**src/rtl/hline_pkg.sv**
```systemverilog
// Shared types for the horizontal line timing generator.
package hline_pkg;

    // Porch/sync sequencer state, one bit per pulse.
    typedef struct packed {
        logic fp;   // front-porch flag
        logic hs;   // first stage: horizontal sync
        logic bp;   // second stage: back porch
    } porch_t;

    localparam porch_t PORCH_IDLE = '{fp: 1'b0, hs: 1'b0, bp: 1'b0};

endpackage

```
**src/rtl/hl_digit_cnt.sv**
```systemverilog
// One digit stage of the cascaded line-position counter.
// Assumes: clr has priority over ce; carry is combinational and only
// asserted while ce is high and the digit is at its maximum value.
module hl_digit_cnt #(
    parameter int W = 4
) (
    input  logic         clk,
    input  logic         rst_n,
    input  logic         ce,
    input  logic         clr,
    output logic [W-1:0] val,
    output logic         carry
);

    // Carry into the next digit on the enabled clock that wraps this digit.
    assign carry = ce && (&val);

    // Digit register: clear, count, or hold.
    always_ff @(posedge clk) begin
        if (!rst_n)
            val <= '0;
        else if (clr)
            val <= '0;
        else if (ce)
            val <= val + 1'b1;
    end

endmodule

```
**src/rtl/hl_line_ctl.sv**
```systemverilog
// Line restart decision and the registered line-start strobe.
// Assumes: cnt is the full line position; acknowledge is sampled only
// on an enabled CPU clock.
module hl_line_ctl #(
    parameter int CNT_W    = 8,
    parameter int LINE_LEN = 208
) (
    input  logic             clk,
    input  logic             rst_n,
    input  logic             cpu_ce,
    input  logic             iorq_act,
    input  logic             m1_act,
    input  logic [CNT_W-1:0] cnt,
    output logic             restart,
    output logic             line_start
);

    localparam logic [CNT_W-1:0] LAST_POS = CNT_W'(LINE_LEN - 1);

    logic at_end;
    logic int_ack;

    // End of line and interrupt acknowledge detection.
    assign at_end  = (cnt == LAST_POS);
    assign int_ack = iorq_act && m1_act;
    assign restart = cpu_ce && (at_end || int_ack);

    // Strobe held for one CPU-clock period after each restart.
    always_ff @(posedge clk) begin
        if (!rst_n)
            line_start <= 1'b0;
        else if (cpu_ce)
            line_start <= restart;
    end

endmodule

```
**src/rtl/hl_pulse_seq.sv**
```systemverilog
// Porch and sync sequencer: a one-shot flag moved through two stages.
// Assumes: restart and tick are single-clock pulses; a restart sets the
// flag even when a tick falls on the same clock.
module hl_pulse_seq
    import hline_pkg::*;
(
    input  logic   clk,
    input  logic   rst_n,
    input  logic   restart,
    input  logic   tick,
    output porch_t st
);

    // Front-porch flag: set by restart, dropped when handed to stage one.
    always_ff @(posedge clk) begin
        if (!rst_n)
            st.fp <= 1'b0;
        else if (restart)
            st.fp <= 1'b1;
        else if (tick && st.fp)
            st.fp <= 1'b0;
    end

    // Two-stage shift of the flag on every tick.
    always_ff @(posedge clk) begin
        if (!rst_n) begin
            st.hs <= 1'b0;
            st.bp <= 1'b0;
        end else if (tick) begin
            st.hs <= st.fp;
            st.bp <= st.hs;
        end
    end

endmodule

```
**src/rtl/hline_timer.sv**
```systemverilog
// Horizontal line timing generator: cascaded digit counter, restart
// control and porch/sync sequencer.
// Assumes: cpu_ce is a single-clock enable; all inputs synchronous to clk.
module hline_timer
    import hline_pkg::*;
#(
    parameter int NIB_W    = 4,
    parameter int STAGES   = 2,
    parameter int LINE_LEN = 208
) (
    input  logic clk,
    input  logic rst_n,
    input  logic cpu_ce,
    input  logic iorq_act,
    input  logic m1_act,
    output logic tick16,
    output logic line_start,
    output logic fporch,
    output logic hsync,
    output logic bporch
);

    localparam int CNT_W = NIB_W * STAGES;

    logic [STAGES-1:0] st_ce;
    logic [STAGES-1:0] st_carry;
    logic [NIB_W-1:0]  st_val [STAGES];
    logic [CNT_W-1:0]  cnt_q;
    logic              restart;
    porch_t            pst;

    // Cascaded digit stages forming the line-position counter.
    for (genvar g = 0; g < STAGES; g++) begin : g_dig
        if (g == 0) begin : g_lo
            assign st_ce[g] = cpu_ce;
        end else begin : g_hi
            assign st_ce[g] = st_carry[g-1];
        end

        hl_digit_cnt #(.W(NIB_W)) u_dig (
            .clk   (clk),
            .rst_n (rst_n),
            .ce    (st_ce[g]),
            .clr   (restart),
            .val   (st_val[g]),
            .carry (st_carry[g])
        );

        assign cnt_q[g*NIB_W +: NIB_W] = st_val[g];
    end

    // Restart and strobe control.
    hl_line_ctl #(.CNT_W(CNT_W), .LINE_LEN(LINE_LEN)) u_ctl (
        .clk        (clk),
        .rst_n      (rst_n),
        .cpu_ce     (cpu_ce),
        .iorq_act   (iorq_act),
        .m1_act     (m1_act),
        .cnt        (cnt_q),
        .restart    (restart),
        .line_start (line_start)
    );

    // Porch and sync sequencing on the low-digit carry.
    hl_pulse_seq u_seq (
        .clk     (clk),
        .rst_n   (rst_n),
        .restart (restart),
        .tick    (st_carry[0]),
        .st      (pst)
    );

    // Output mapping.
    assign tick16 = st_carry[0];
    assign fporch = pst.fp;
    assign hsync  = pst.hs;
    assign bporch = pst.bp;

endmodule

```
**config.mk**
```make
export PLATFORM = sky130hd
export DESIGN_NAME = hline_timer
export DESIGN_NICKNAME = d
export VERILOG_FILES = /design/src/rtl/hline_pkg.sv /design/src/rtl/hl_digit_cnt.sv /design/src/rtl/hl_line_ctl.sv /design/src/rtl/hl_pulse_seq.sv /design/src/rtl/hline_timer.sv
export SDC_FILE = /design/constraint.sdc
export NUM_CORES = 1
export LEC_CHECK = 0
export ABC_CLOCK_PERIOD_IN_PS = 1300
export CORE_AREA = 5 5 54 56
export DETAILED_ROUTE_END_ITERATION = 12
export DIE_AREA = 0 0 59 61
export PLACE_DENSITY_LB_ADDON = 0.08
export SYNTH_ARGS = -nofsm -noshare
export SYNTH_HDL_FRONTEND = slang
export SYNTH_SLANG_ARGS = --single-unit
```
**constraint.sdc**
```tcl
create_clock -name clk -period 1.3 [get_ports clk]
set_clock_uncertainty 0.05 [all_clocks]
set_input_delay 0.195 -clock clk [delete_from_list [all_inputs] [get_ports clk]]
set_output_delay 0.195 -clock clk [all_outputs]
set_load 0.005 [all_outputs]
```
Word-level counts from Yosys, hierarchy flattened:

Cells that the tools add are included.

* output and inout port bits: 5
* flip-flop bits (word level): 12
* RAM bits: 0
* latch bits: 0
* input bits: 5
* bits in read-only memories: 0
* memories: 0
* word-level logic and storage cells: 20

* muxes and demuxes: 2
* $lt $le $gt $ge: 0
* $add $sub $neg: 2
* shift operators: 0
* bitwise operators: 1
* multipliers: 0
* eq/ne operators: 1
* reduce and logical (&&, ||, !) cells: 8
* divide/modulo/power cells: 0

Operator list (count)
* $add 4x1->4 const B: 2
* $eq 8x8->1 const B: 1
* $logic_and 1x1->1: 4
* $reduce_and 4->1: 1
* $mux 1: 2
* $reduce_bool 2->1: 1
* $reduce_or 2->1: 1
* $logic_or 1x1->1: 1
* $not 1->1: 1

Depth between registers and ports, before layout:

* depth in word-level cells: 5
* gate-level depth with buffers: 5
* mapped depth without buffers: 5

By module:

A second synthesis with hierarchy kept.

* cells, all modules: 55
* area, all modules: 559.3 µm²

Modules (own cells, without submodules)
* hl_digit_cnt: area an instance 196.4 µm², instances 2, seq. area each 80.1 µm², cells each 19
* hl_pulse_seq: area an instance 106.4 µm², instances 1, seq. area each 60.1 µm², cells each 9
* hl_line_ctl: area an instance 60.1 µm², instances 1, seq. area each 20.0 µm², cells each 8

Worst setup path after synthesis:

No wires, ideal clock.

* path type: register to register
* from: register g_dig[0].u_dig.val[0]
* to: register g_dig[1].u_dig.val[3]
* data arrival time: 1.265 ns
* stages on the path, launching flop included: 5
* setup slack: -0.083 ns
* required time: 1.183 ns
* clock period less this slack: 1.383 ns
* setup time: 0.067 ns
* path buffers: 0
* path through: dfxtp_1 > ha_1 > nand4_4 > or3_1 > a21oi_2

* cells in the longest elaborated chain, start to end: 4
* elaborated cells between the ends (all ways): 6
* those cells by class: eq/ne (1); reduce/logical (5)

RTL lines
* start: declaration: RTL line hl_digit_cnt.sv:11 `output logic [W-1:0] val,`
* start signal: assignment: RTL line hl_digit_cnt.sv:25 `val <= val + 1'b1;`
* $eq 8x8->1: RTL line hl_line_ctl.sv:24 `assign at_end = (cnt == LAST_POS);`
* $logic_or 1x1->1: RTL line hl_line_ctl.sv:26 `assign restart = cpu_ce && (at_end || int_ack);`
* $logic_and 1x1->1: RTL line hl_line_ctl.sv:26
* $reduce_or 2->1 (no line)
* end signal: assignment: RTL line hl_digit_cnt.sv:25
* end: declaration: RTL line hl_digit_cnt.sv:11

Several ways; a longest one is shown, not always the timed one.
A chain may end at the register's enable or synchronous reset.

Final worst setup path:

* from: register g_dig[0].u_dig.val[1]
* to: register g_dig[1].u_dig.val[3]

Same word-level chain as after synthesis.

==> impl_metrics.ini <==
[run_status]
outcome = finished, final reports clean

[floorplan]
chipHeight_um = 61
start_util = 0.2411
design.die.area_um2 = 3599
die_w_um = 59
boundaryPins = 10
core_region_area_um2 = 2387
std_cell_rows = 18

[sta]
endpoints_failing_hold = 0
rsz0062_at_grt = true
max_freq_mhz = 772.1
setup_violations = 0
fin_crit_ns = 1.295
tightest_slew_ns = 0.1858
final.period_utilization = 0.9962
worst_hold_slack_ns = 0.3056
slew_violations = 0
timing.max_slew.rel_slack = 0.8748

[setup_path]
critical_path.startpoint_type = flop
timing.critical_path.to_type = flop
setup.worst_path.class = flop to flop
worst_ep_required_time_ns = 1.47
cp_max_fo = 5
timing.critical_path.arrival_ns = 1.46

[synth]
count_of_state_elements_after_synthesis = 12
synthesis.area_um2 = 575.6
synthesis.instances = 63
avgSynthCellArea_um2 = 9.136
synth.yosys.warnings = 0
mappedNetlistNets = 71
synth-seq-area-share = 0.4174
synth_top_area_frac = 0.4174
netlist_cell_types = 23
synth_area_leader_cell = dfxtp_1
synth.area.top_cells = dfxtp_1 42%, ha_1 6.5%, mux2i_1 5.2%

[cells_and_area]
diodes = 0
design.final.nets = 99
drive_gt1_frac = 0.4111
areaGrowthSynthToFinish_pct = 58.48
final-instance-count-excl-fill = 120
most-common-layout-cells = 12 x buf_4, 7 x dfxtp_2, 5 x nand3_1, 5 x dfxtp_1
final_common_cell = buf_4
finalCoreUtilization = 0.3821

[clocking]
cts.path.max_buffers = 2
clk_latency_ns = 0.27
cts-buffers-inserted = 3
ctsRootBufferMaster = clkbuf_4
clk_pin_slew_ns = 0.08
holdBufCountCts = 0
cts_tree = built
clkSinkCount = 12
htreeDepth = 1

[routing]
routed_wire_length_per_instance_um = 11.21
dr_total_vias = 535
route.detailed.drc = 0
drt_wl_total_um = 1345
via_per_instance_ratio = 4.458
detailedRoute.firstIterationViolations = 4
drt_pre_antenna_iters = 3
drt.antenna.violating_nets = 0

[job]
max-cap-violations = 0

[power]
p_leak_nw = 0.3977
power.density_nw_per_um2 = 831.5
post-layout-total-power_uw = 758.4
vdd.ir_drop.worst_mv = 0.4322

[global_route]
grtUsageTotal = 0.09219
grt_overflow_total = 0
grt_first_pass_wirelength_um = 2463
largest_net_degree_at_the_start_of_global_routing = 13
antenna_violations_before_repair = 0
number_of_global_route_vias_before_repair = 594

[placed_design]
buffer_ports.inserted = 9
place.detailed.hpwl_um = 950.7
place_inst = 113
routabilityCongestion = 0.6651

[worst_hold_path]
min_path_type = input pin to flop
[Yosys cell counts]
master,n
dfxtp_1,12
o2bb2a_1,1
a21oi_1,4
o211ai_1,3
nand4_4,1
clkbuf_1,1
or2b_1,1
nor2b_1,3
nor2_1,3
a21oi_2,1
xnor2_1,1
nand2_1,4
o21ai_0,5
nand4_1,1
xor2_1,1
ha_1,3
mux2i_1,3
inv_1,4
nand3_1,5
or3b_1,1
a31oi_1,1
nand2b_1,2
or3_1,2
[cell families after synthesis]
logic type | share of synthesized area
fa+ha+maj | 0.06522
simple gates | 0.2413
xor+xnor | 0.03044
flops | 0.4174
mux | 0.05218
buf+inv | 0.03259
compound gates | 0.1609
[worst max-delay path: stages, from the launching register on]
cell and delay (ns):
dfxtp_2 0.36, ha_4 0.16, nand4_4 0.08, buf_6 0.14, or3_1 0.32, a21oi_2 0.13
[timing repair]
| action | in CTS | in global routing |
|---|---|---|
| gates resized for setup | 18 | 14 |
| setup endpoints to repair | 13 | 12 |
| pin swaps | 3 | 6 |
| setup buffers | 1 | 2 |
[per-layer routing]
metal  wire length [um]  GRT usage
met4                 15    0.04854
met1                621     0.1059
met2                624     0.1514
met5                  0          0
met3                 83    0.03191
[state kept, by name (all words and copies together), names as in the netlist]
signal	cells
g_dig.u_dig.val	8
u_ctl.line_start	1
u_seq.st	3
[final timing paths]
path | slack, ns | startpoint | to | depth (start not counted)
max | 0.005 | g_dig[0].u_dig.val[1] | g_dig[1].u_dig.val[3] | 5
min | 0.31 | cpu_ce | u_ctl.line_start | 3
max reg2reg | 0.005 | g_dig[0].u_dig.val[1] | g_dig[1].u_dig.val[3] | 5
min reg2reg | 0.44 | u_seq.st[2] | u_seq.st[2] | 2
[through the flow]
stage | setup WS (ns) | TNS (ns) | cell area (um^2)
after floorplan | 0.0009126 | 0 | 578.1
after global placement | -0.3591 | -2.564 | 792.0
after detailed placement | -0.3426 | -2.330 | 792.0
after CTS | -0.005117 | -0.007556 | 852.1
after global routing | -0.08160 | -0.4618 | 912.1
final | 0.004895 | 0 | 912.1
[layout make-up]
class	count	area (um^2)
fill	265	1475
multi-input combinational	46	357.8
sequential	12	249.0
timing repair buffer	24	216.5
tap	30	37.54
clock buffer	4	36.28
inverter	4	15.01
[power breakdown]
part           total (mW)  leakage [nW]  switching [mW]  internal, mW
clock               0.302        0.0210           0.132         0.170
sequential          0.383         0.101         0.00688         0.376
combinational      0.0727         0.276          0.0311        0.0416
(Power assumes the default switching activity.)
